[config.mk]
export PLATFORM = sky130hd
export DESIGN_NAME = strike_column_buffer
export DESIGN_NICKNAME = d
export VERILOG_FILES = /design/src/rtl/strike_pkg.sv /design/src/rtl/strike_scan.sv /design/src/rtl/strike_slot_mem.sv /design/src/rtl/strike_readout_seq.sv /design/src/rtl/strike_column_buffer.sv
export SDC_FILE = /design/constraint.sdc
export NUM_CORES = 1
export LEC_CHECK = 0
export BUFFER_PORTS_ARGS = -buffer_cell sky130_fd_sc_hd__buf_2
export CAP_MARGIN = 20
export CORE_AREA = 4 4 123 78
export CTS_CLUSTER_SIZE = 28
export DETAILED_ROUTE_END_ITERATION = 10
export DIE_AREA = 0 0 127 82
export HOLD_SLACK_MARGIN = 0.05
export REMOVE_ABC_BUFFERS = 1
export SLEW_MARGIN = 10
export SYNTH_ARGS = -nofsm -noshare
export SYNTH_HDL_FRONTEND = slang
export SYNTH_SLANG_ARGS = --single-unit
[constraint.sdc]
create_clock -name clk -period 2.7 [get_ports clk]
set_input_delay 0.27 -clock clk [delete_from_list [all_inputs] [get_ports clk]]
set_output_delay 0.27 -clock clk [all_outputs]
set_load 0.005 [all_outputs]
[src/rtl/strike_pkg.sv]
package strike_pkg;

   // default geometry: seventeen character columns plus one ink column
   localparam int unsigned STRIKE_COLS_DEF  = 18;
   localparam int unsigned STRIKE_CODE_DEF  = 4;
   localparam int unsigned STRIKE_SECT_MAX  = 12;
   localparam int unsigned STRIKE_BLANK_DEF = 15;

   typedef enum logic [1:0] {
      SEQ_CLEAR = 2'd0,
      SEQ_IDLE  = 2'd1,
      SEQ_READ  = 2'd2
   } seq_state_e;

endpackage

[src/rtl/strike_scan.sv]
module strike_scan #(
   parameter int unsigned NUM_COLS = strike_pkg::STRIKE_COLS_DEF,
   parameter int unsigned IDX_W    = $clog2(NUM_COLS)
) (
   input  logic             clk,
   input  logic             rst_n,
   output logic [IDX_W-1:0] scan_idx_o
);

   localparam logic [IDX_W-1:0] LAST_IDX = IDX_W'(NUM_COLS - 1);

   logic [IDX_W-1:0] idx_q;

   generate
      if ((64'd1 << IDX_W) == 64'(NUM_COLS)) begin : g_pow2_wrap
         // column count fills the index range: natural rollover
         always_ff @(posedge clk) begin
            if (!rst_n) idx_q <= '0;
            else        idx_q <= idx_q + 1'b1;
         end
      end else begin : g_cmp_wrap
         always_ff @(posedge clk) begin
            if (!rst_n)                idx_q <= '0;
            else if (idx_q == LAST_IDX) idx_q <= '0;
            else                       idx_q <= idx_q + 1'b1;
         end
      end
   endgenerate

   assign scan_idx_o = idx_q;

endmodule

[src/rtl/strike_slot_mem.sv]
module strike_slot_mem #(
   parameter int unsigned DEPTH  = strike_pkg::STRIKE_COLS_DEF,
   parameter int unsigned DATA_W = strike_pkg::STRIKE_CODE_DEF,
   parameter int unsigned ADDR_W = $clog2(DEPTH)
) (
   input  logic              clk,
   input  logic              we_i,
   input  logic [ADDR_W-1:0] addr_i,
   input  logic [DATA_W-1:0] wdata_i,
   output logic [DATA_W-1:0] rdata_o
);

   // single address, one write per clock, asynchronous read
   logic [DATA_W-1:0] slot_q [DEPTH];

   always_ff @(posedge clk) begin
      if (we_i) slot_q[addr_i] <= wdata_i;
   end

   assign rdata_o = slot_q[addr_i];

endmodule

[src/rtl/strike_readout_seq.sv]
module strike_readout_seq
   import strike_pkg::*;
#(
   parameter int unsigned NUM_COLS = STRIKE_COLS_DEF,
   parameter int unsigned IDX_W    = $clog2(NUM_COLS)
) (
   input  logic             clk,
   input  logic             rst_n,
   input  logic             feed_i,
   input  logic             fifo_full_i,
   output logic [IDX_W-1:0] rd_idx_o,
   output logic             busy_o,
   output logic             reading_o,
   output logic             clr_we_o,
   output logic             fifo_wr_o,
   output logic             done_o
);

   localparam logic [IDX_W-1:0] LAST_IDX = IDX_W'(NUM_COLS - 1);

   seq_state_e       state_q;
   logic [IDX_W-1:0] idx_q;
   logic             done_q;

   always_comb begin
      reading_o = (state_q == SEQ_READ);
      clr_we_o  = (state_q == SEQ_CLEAR);
      busy_o    = (state_q != SEQ_IDLE);
      fifo_wr_o = reading_o && !fifo_full_i;
   end

   always_ff @(posedge clk) begin
      if (!rst_n) begin
         state_q <= SEQ_CLEAR;
         idx_q   <= '0;
         done_q  <= 1'b0;
      end else begin
         done_q <= 1'b0;
         unique case (state_q)
            SEQ_CLEAR: begin
               if (idx_q == LAST_IDX) begin
                  state_q <= SEQ_IDLE;
                  idx_q   <= '0;
               end else begin
                  idx_q <= idx_q + 1'b1;
               end
            end
            SEQ_IDLE: begin
               if (feed_i) begin
                  state_q <= SEQ_READ;
                  idx_q   <= '0;
               end
            end
            SEQ_READ: begin
               if (!fifo_full_i) begin
                  if (idx_q == LAST_IDX) begin
                     state_q <= SEQ_IDLE;
                     idx_q   <= '0;
                     done_q  <= 1'b1;
                  end else begin
                     idx_q <= idx_q + 1'b1;
                  end
               end
            end
            default: begin
               state_q <= SEQ_CLEAR;
               idx_q   <= '0;
            end
         endcase
      end
   end

   assign rd_idx_o = idx_q;
   assign done_o   = done_q;

endmodule

[src/rtl/strike_column_buffer.sv]
module strike_column_buffer
   import strike_pkg::*;
#(
   parameter int unsigned NUM_COLS   = STRIKE_COLS_DEF,
   parameter int unsigned CODE_W     = STRIKE_CODE_DEF,
   parameter int unsigned SECTOR_MAX = STRIKE_SECT_MAX,
   parameter int unsigned BLANK_CODE = STRIKE_BLANK_DEF
) (
   input  logic                clk,
   input  logic                rst_n,
   input  logic [NUM_COLS-1:0] hammer_i,
   input  logic [CODE_W-1:0]   sector_i,
   input  logic                feed_i,
   input  logic                fifo_full_i,
   output logic                fifo_wr_o,
   output logic [CODE_W-1:0]   fifo_data_o,
   output logic                done_o
);

   localparam int unsigned IDX_W = $clog2(NUM_COLS);
   localparam logic [CODE_W-1:0] BLANK_VAL = CODE_W'(BLANK_CODE);

   generate
      if (NUM_COLS < 2) begin : g_bad_cols
         $error("strike_column_buffer: NUM_COLS must be at least 2");
      end
      if (BLANK_CODE <= SECTOR_MAX) begin : g_bad_blank
         $error("strike_column_buffer: BLANK_CODE must lie above SECTOR_MAX");
      end
      if (BLANK_CODE >= (64'd1 << CODE_W)) begin : g_bad_width
         $error("strike_column_buffer: BLANK_CODE does not fit in CODE_W");
      end
   endgenerate

   logic [IDX_W-1:0]  scan_idx;
   logic [IDX_W-1:0]  rd_idx;
   logic              busy;
   logic              reading;
   logic              clr_we;
   logic              cap_we;
   logic              mem_we;
   logic [IDX_W-1:0]  mem_addr;
   logic [CODE_W-1:0] mem_wdata;
   logic [CODE_W-1:0] mem_rdata;

   strike_scan #(
      .NUM_COLS (NUM_COLS),
      .IDX_W    (IDX_W)
   ) u_scan (
      .clk        (clk),
      .rst_n      (rst_n),
      .scan_idx_o (scan_idx)
   );

   strike_readout_seq #(
      .NUM_COLS (NUM_COLS),
      .IDX_W    (IDX_W)
   ) u_seq (
      .clk         (clk),
      .rst_n       (rst_n),
      .feed_i      (feed_i),
      .fifo_full_i (fifo_full_i),
      .rd_idx_o    (rd_idx),
      .busy_o      (busy),
      .reading_o   (reading),
      .clr_we_o    (clr_we),
      .fifo_wr_o   (fifo_wr_o),
      .done_o      (done_o)
   );

   // capture path owns the memory only while the sequencer is idle
   always_comb begin
      cap_we = !busy && hammer_i[scan_idx];
      if (busy) begin
         mem_addr  = rd_idx;
         mem_we    = clr_we || fifo_wr_o;
         mem_wdata = BLANK_VAL;
      end else begin
         mem_addr  = scan_idx;
         mem_we    = cap_we;
         mem_wdata = sector_i;
      end
   end

   strike_slot_mem #(
      .DEPTH  (NUM_COLS),
      .DATA_W (CODE_W),
      .ADDR_W (IDX_W)
   ) u_mem (
      .clk     (clk),
      .we_i    (mem_we),
      .addr_i  (mem_addr),
      .wdata_i (mem_wdata),
      .rdata_o (mem_rdata)
   );

   assign fifo_data_o = mem_rdata;

endmodule

==> impl_metrics.env, run 1 <==
export IMPL_cts_htree_levels=3
export IMPL_synth_enable_flop_cells=72
export IMPL_final_max_slew_viol_count=0
export IMPL_switching_share_pct=19.4
export IMPL_post_synth_top_area_fraction_pct=57.9
export IMPL_hold_violations=0
export IMPL_netlist_cell_type_count=37
export IMPL_cts_tree="done"
export IMPL_clkLatencyLatePin_ns=0.33
export IMPL_clkTransAtPathRegs_ns=0.06
export IMPL_placed_area_um2=4090
export IMPL_layout_cell_area_non_filler_um2=4590
export IMPL_dpl_hpwl_um=5690
export IMPL_die_width_um=127
export IMPL_timing_rr_end="u_mem.slot_q[6][0]"
export IMPL_synth_area_leader_cell="sky130_fd_sc_hd__edfxtp_1"
export IMPL_layout_nets=317
export IMPL_synth_yosys_warnings=0
export IMPL_gr_usage_all_layers_pct=17.8
export IMPL_grt_max_degree=21
export IMPL_design_die_area_um2=10400
export IMPL_floorplan_initialDensity_pct=44.5
export IMPL_syn_mean_instance_area_um2=15.7
export IMPL_finalWirelength_um=8380
export IMPL_yosys_cell_count_top_type="sky130_fd_sc_hd__edfxtp_1"
export IMPL_initial_antenna_violation_count=0
export IMPL_timing_final_setup_violations=0
export IMPL_place_gp_congestion=0.859
export IMPL_fp_row_count=26
export IMPL_top_level_ports=32
export IMPL_cts_root_to_sink_buffers=2
export IMPL_timing_critical_path_arrival_ns=2.34
export IMPL_critical_path_class="reg -> out"
export IMPL_place_detailed_instances=384
export IMPL_totalNegativeSetupSlack_ns=0
export IMPL_finish_cell_count_without_fillers=404
export IMPL_final_hold_worst_slack_ns=0.203
export IMPL_status="finished clean"
export IMPL_skew_ns=0.00383
export IMPL_drt_drc_violations_left=0
export IMPL_post_route_cells_drive_above_1_share_pct=33.9
export IMPL_ant_diodes=0
export IMPL_power_leakage_nw=1.63
export IMPL_timing_slew_headroom_pct=44.6
export IMPL_numPortBuffers=31
export IMPL_postSynthRegisterBits=85
export IMPL_die_y_um=82
export IMPL_grt_pass1_wl_um=13200
export IMPL_total_chip_power_mw=3.15
export IMPL_std_cell_core_area_um2=8390
export IMPL_crit_required_ns=2.43
export IMPL_hold_class="in -> reg"
export IMPL_pwr_share_clk_pct=46.8
export IMPL_maxCapViolCount=0
export IMPL_internal_power_mw=2.54
export IMPL_switchingPower_uw=613
export IMPL_crit_fanout=6
export IMPL_sequentialPowerShare_pct=45.7
export IMPL_vias=2229
export IMPL_cts_buffers=9
export IMPL_worstSetupStartpointType="register"
export IMPL_ir_worst_vdd_uv=377
export IMPL_antenna_violating_nets_post_route=0
export IMPL_synth_top_cells_by_count="72 x sky130_fd_sc_hd__edfxtp_1, 34 x sky130_fd_sc_hd__nor2_1, 18 x sky130_fd_sc_hd__mux4_2, 13 x sky130_fd_sc_hd__dfxtp_1"
export IMPL_timing_hold_worst_endpoint="u_seq.state_q[1]"
export IMPL_maximum_clock_frequency_mhz=383
export IMPL_clk_root_buffer_cell="sky130_fd_sc_hd__clkbuf_16"
export IMPL_synth_area_leaders="sky130_fd_sc_hd__edfxtp_1 58%, sky130_fd_sc_hd__mux4_2 11%, sky130_fd_sc_hd__dfxtp_1 7.0%"
export IMPL_period_minus_slack_ns=2.61
export IMPL_post_drt_wl_per_cell_um=20.7
export IMPL_cts_sinks=85
export IMPL_first_iter_violations=257
export IMPL_first_global_vias=2221
export IMPL_postSynth_asyncResetShare_pct=0
export IMPL_timing_critical_path_to_type="output pin"
export IMPL_overflow=0
export IMPL_synth_ff_type="sky130_fd_sc_hd__edfxtp_1"
export IMPL_powerDensity_nw_per_um2=687
export IMPL_worst_slew_pin_slew_ns=0.831
export IMPL_yosysSeqAreaShare_pct=64.9
export IMPL_r2r_setup_slack_ns=0.10
export IMPL_post_synth_instance_area_um2=3730
export IMPL_hold_start="feed_i"
export IMPL_detail_route_vias_per_cell=5.52
export IMPL_timing_rr_start="u_scan.scan_idx_o[0]"
export IMPL_total_iterations_of_the_first_detailed_routing_run=5
export IMPL_worst_hold_path_num_cells=3
export IMPL_synth_cells=238
export IMPL_final_period_utilization_pct=96.8
export IMPL_worstRegToRegCells=5
export IMPL_areaGrowthSynthToFinish_pct=23.0
export IMPL_power_share_combinational_pct=7.5
power by group through the flow:
| stage | combinational, mW | sequential (mW) | clock (mW) |
|---|---|---|---|
| 3_3_place_gp | 0.204 | 1.47 | 0 |
| 6_report | 0.237 | 1.44 | 1.48 |
| 3_5_place_dp | 0.205 | 1.47 | 0 |
| 5_1_grt | 0.257 | 1.44 | 1.55 |
| 2_1_floorplan | 0.128 | 1.46 | 0 |
| 4_1_cts | 0.228 | 1.44 | 1.50 |
cell type report:
type,count,area [um^2]
well taps,112,140
clock buffers,9,225
fillers,672,3800
repair buffers,45,350
flip-flops and latches,85,2420
inverters,8,30.0
multi-input cells,138,1280
clock inverters,7,136
cells in the final DEF (no fill, tap or decap), types with 3 or more instances in the layout:
master and n:
sky130_fd_sc_hd__a22oi_2 6, sky130_fd_sc_hd__and3_1 3, sky130_fd_sc_hd__buf_12 4, sky130_fd_sc_hd__buf_2 31, sky130_fd_sc_hd__buf_4 8, sky130_fd_sc_hd__bufinv_16 4
sky130_fd_sc_hd__clkbuf_16 9, sky130_fd_sc_hd__dfxtp_1 12, sky130_fd_sc_hd__edfxtp_1 72, sky130_fd_sc_hd__ha_1 4, sky130_fd_sc_hd__inv_1 8, sky130_fd_sc_hd__mux2_2 6
sky130_fd_sc_hd__mux4_1 3, sky130_fd_sc_hd__mux4_2 18, sky130_fd_sc_hd__nand2_1 10, sky130_fd_sc_hd__nand2b_1 6, sky130_fd_sc_hd__nand3_1 10, sky130_fd_sc_hd__nor2_1 34
sky130_fd_sc_hd__o21ai_0 3, sky130_fd_sc_hd__xnor2_1 4, sky130_fd_sc_hd__xor2_1 3
worst max-delay path by stage:
| stage | startpoint | endpoint | slack (ns) | cells past startpoint |
|---|---|---|---|---|
| floorplan | u_seq.state_q[0] | fifo_data_o[0] | -0.83 | 5 |
| global placement | u_scan.scan_idx_o[0] | u_mem.slot_q[6][1] | 0.16 | 5 |
| detailed placement | u_scan.scan_idx_o[0] | u_mem.slot_q[6][2] | 0.10 | 5 |
| CTS | u_seq.state_q[0] | fifo_data_o[1] | 0.01 | 7 |
| global route | u_seq.state_q[1] | fifo_data_o[1] | -0.007 | 8 |
| finish | u_seq.state_q[0] | fifo_data_o[1] | 0.09 | 8 |
state kept, by name, indices dropped and copies added, names as in the netlist:
| signal | flops |
|---|---|
| u_mem.slot_q | 72 |
| u_scan.scan_idx_o | 5 |
| u_seq.rd_idx_o | 5 |
| u_seq.state_q | 2 |
| u_seq.done_o | 1 |
layer usage:
layer	global-route usage (%)	share of wire, %	vias to the layer above	wire [um]
met5	0	0	-	0
met4	5.46	0.72	0	60
met3	4.68	8.7	7	733
met2	23.0	41	96	3420
met1	28.5	50	1109	4170
li1	-	-	1017	-
cell families (layout without fill, tap and decap cells):
group | count (synthesis) | count (layout) | synth area share [%]
compound gates | 17 | 17 | 3.22
xor+xnor | 7 | 7 | 1.64
fa+ha+maj | 4 | 4 | 1.34
buf+inv | 15 | 69 | 2.11
flops | 85 | 85 | 64.9
mux | 32 | 32 | 16.2
simple gates | 78 | 78 | 10.5
timing repair:
item / 4_1_cts / 5_1_grt
setup buffers: 1 / 1
endpoints found under the setup margin: 4 / 4
resized for setup: 4 / 8
hold buffers: 0 / 0
pin swaps: 0 / 4
cloned: 2 / 0
metrics by stage:
stage          setup WS, ns  utilization (%)
6_report             0.0858             54.7
5_1_grt            -0.00681             54.7
4_1_cts              0.0102             54.1
3_5_place_dp          0.102             48.7
3_3_place_gp          0.164             48.7
2_1_floorplan        -0.832                -
critical path, cell delays in order (launching register included):
cell	delay, ns
sky130_fd_sc_hd__dfxtp_2	0.32
sky130_fd_sc_hd__nor2b_4	0.17
sky130_fd_sc_hd__mux2i_4	0.26
sky130_fd_sc_hd__buf_12	0.15
sky130_fd_sc_hd__buf_12	0.13
sky130_fd_sc_hd__mux4_2	0.52
sky130_fd_sc_hd__a22oi_2	0.21
sky130_fd_sc_hd__nand3_1	0.11
sky130_fd_sc_hd__buf_2	0.14
Note: power is estimated with default switching activity, not from simulation.
==> inputs of run 2 (changes only) <==
--- a/config.mk
+++ b/config.mk
@@ -7,11 +7,12 @@
 export LEC_CHECK = 0
 export BUFFER_PORTS_ARGS = -buffer_cell sky130_fd_sc_hd__buf_2
 export CAP_MARGIN = 20
-export CORE_AREA = 4 4 123 78
+export CORE_AREA = 4 4 115 73
 export CTS_CLUSTER_SIZE = 28
 export DETAILED_ROUTE_END_ITERATION = 10
-export DIE_AREA = 0 0 127 82
+export DIE_AREA = 0 0 119 77
 export HOLD_SLACK_MARGIN = 0.05
+export PLACE_DENSITY_LB_ADDON = 0.3
 export REMOVE_ABC_BUFFERS = 1
 export SLEW_MARGIN = 10
 export SYNTH_ARGS = -nofsm -noshare
==> run 2 against run 1 <==
Compared with the run above:
- clock power fell by 19%
- power fell by 8.6%
- non-clock buffer count is 6 higher
- critical path type unchanged
==> impl_metrics.env, run 2 (same netlist as run 1, synthesis figures left out) <==
export IMPL_layout_nets=323
export IMPL_timing_critical_path_to_type="output pin"
export IMPL_cts_sinks=85
export IMPL_final_max_slew_viol_count=0
export IMPL_grt_max_degree=19
export IMPL_commonest_cells_after_routing_fill_and_taps_aside="72 x sky130_fd_sc_hd__edfxtp_1, 34 x sky130_fd_sc_hd__nor2_1, 31 x sky130_fd_sc_hd__buf_2"
export IMPL_ant_diodes=0
export IMPL_first_iter_violations=264
export IMPL_floorplan_initialDensity_pct=51.6
export IMPL_largest_register_ffs=72
export IMPL_die_y_um=77
export IMPL_detailedPlace_worstSlack_ns=0.119
export IMPL_first_global_vias=2258
export IMPL_r2r_setup_slack_ns=0.20
export IMPL_place_gp_congestion=0.783
export IMPL_powerDensity_nw_per_um2=635
export IMPL_layout_cell_area_non_filler_um2=4540
export IMPL_numPortBuffers=31
export IMPL_final_setup_worst_slack_ns=0.0478
export IMPL_worst_slew_pin_slew_ns=0.798
export IMPL_worstRegToRegCells=5
export IMPL_die_width_um=119
export IMPL_cts_htree_levels=3
export IMPL_clkLatencyLatePin_ns=0.34
export IMPL_layout_commonest_cell="sky130_fd_sc_hd__edfxtp_1"
export IMPL_finalWirelength_um=8090
export IMPL_period_minus_slack_ns=2.65
export IMPL_placed_area_um2=4080
export IMPL_final_util_pct=62.7
export IMPL_place_detailed_instances=378
export IMPL_skew_ns=0.00270
export IMPL_drt_drc_violations_left=0
export IMPL_cts_tree="done"
export IMPL_worstSetupStartpointType="register"
export IMPL_overflow=0
export IMPL_critical_path_class="reg -> out"
export IMPL_status="finished clean"
export IMPL_areaGrowthSynthToFinish_pct=21.6
export IMPL_maxCapViolCount=0
export IMPL_total_iterations_of_the_first_detailed_routing_run=4
export IMPL_top_level_ports=32
export IMPL_crit_path_start="u_seq.state_q[0]"
export IMPL_grt_pass1_wl_um=12400
export IMPL_hold_class="in -> reg"
export IMPL_detail_route_vias_per_cell=5.71
export IMPL_cts_buffers=9
export IMPL_hold_start="feed_i"
export IMPL_cts_root_to_sink_buffers=2
export IMPL_dpl_hpwl_um=5680
export IMPL_finish_cell_count_without_fillers=402
export IMPL_cts_hold_fix_buffers=0
export IMPL_timing_critical_path_arrival_ns=2.38
export IMPL_final_period_utilization_pct=98.2
export IMPL_timing_rr_end="u_mem.slot_q[13][1]"
export IMPL_clkTransAtPathRegs_ns=0.06
export IMPL_hold_violations=0
export IMPL_crit_fanout=5
export IMPL_timing_final_setup_violations=0
export IMPL_worst_setup_path_endpoint="fifo_data_o[3]"
export IMPL_maximum_clock_frequency_mhz=377
export IMPL_total_chip_power_mw=2.88
export IMPL_power_leakage_nw=1.61
export IMPL_post_route_cells_drive_above_1_share_pct=36.2
export IMPL_totalNegativeSetupSlack_ns=0
export IMPL_design_die_area_um2=9160
export IMPL_post_drt_wl_per_cell_um=20.1
export IMPL_ir_worst_vdd_uv=546
export IMPL_fp_row_count=24
export IMPL_clk_root_buffer_cell="sky130_fd_sc_hd__clkbuf_16"
export IMPL_largest_register="u_mem.slot_q"
export IMPL_std_cell_core_area_um2=7240
export IMPL_gr_usage_all_layers_pct=18.4
export IMPL_initial_antenna_violation_count=0
export IMPL_timing_rr_start="u_scan.scan_idx_o[0]"
export IMPL_timing_slew_headroom_pct=46.8
export IMPL_crit_required_ns=2.43
export IMPL_vias=2294
export IMPL_final_hold_worst_slack_ns=0.203
export IMPL_antenna_violating_nets_post_route=0
run 2: how the worst min path moves through the flow:
stage / cells after the start / end
2_1_floorplan: 1 / u_seq.state_q[0]
3_3_place_gp: 2 / u_seq.rd_idx_o[1]
3_5_place_dp: 2 / u_seq.rd_idx_o[1]
4_1_cts: 3 / u_seq.state_q[1]
6_report: 3 / u_seq.state_q[1]
5_1_grt: 2 / u_seq.state_q[0]
run 2: timing repair:
item / CTS / global route
buffers inserted: 4 / 4
pin swaps: 0 / 5
gates cloned: 0 / 0
endpoints found under the setup margin: 4 / 7
resized for setup: 5 / 12
run 2: worst max-delay path: stages (launching register included):
cell	delay [ns]
sky130_fd_sc_hd__dfxtp_2	0.32
sky130_fd_sc_hd__nor2b_4	0.19
sky130_fd_sc_hd__mux2i_4	0.27
sky130_fd_sc_hd__buf_12	0.16
sky130_fd_sc_hd__buf_12	0.11
sky130_fd_sc_hd__buf_6	0.09
sky130_fd_sc_hd__mux4_2	0.50
sky130_fd_sc_hd__a22oi_1	0.18
sky130_fd_sc_hd__nand3_1	0.08
sky130_fd_sc_hd__buf_2	0.13
run 2: where the power goes:
group / total, mW / internal, mW / switching, mW
clock: 1.20 / 0.710 / 0.486
combinational: 0.246 / 0.128 / 0.118
sequential: 1.44 / 1.42 / 0.0170
total: 2.88 / 2.26 / 0.621
run 2: final cells by class:
type / count / area (um^2)
clock inverter: 7 / 66.3
inverter: 8 / 30.0
clock buffer: 9 / 225
fill: 530 / 2700
multi-input combinational: 138 / 1290
tap: 104 / 130
sequential: 85 / 2420
timing repair buffer: 51 / 367
run 2: per-layer routing:
metal  track usage, %  share of wire (%)  vias to the layer above
met5                0                  0                        -
met4             6.82                1.2                        0
met3             5.15                7.7                       13
met2             24.8                 44                       82
met1             28.2                 47                     1163
li1                 -                  -                     1036
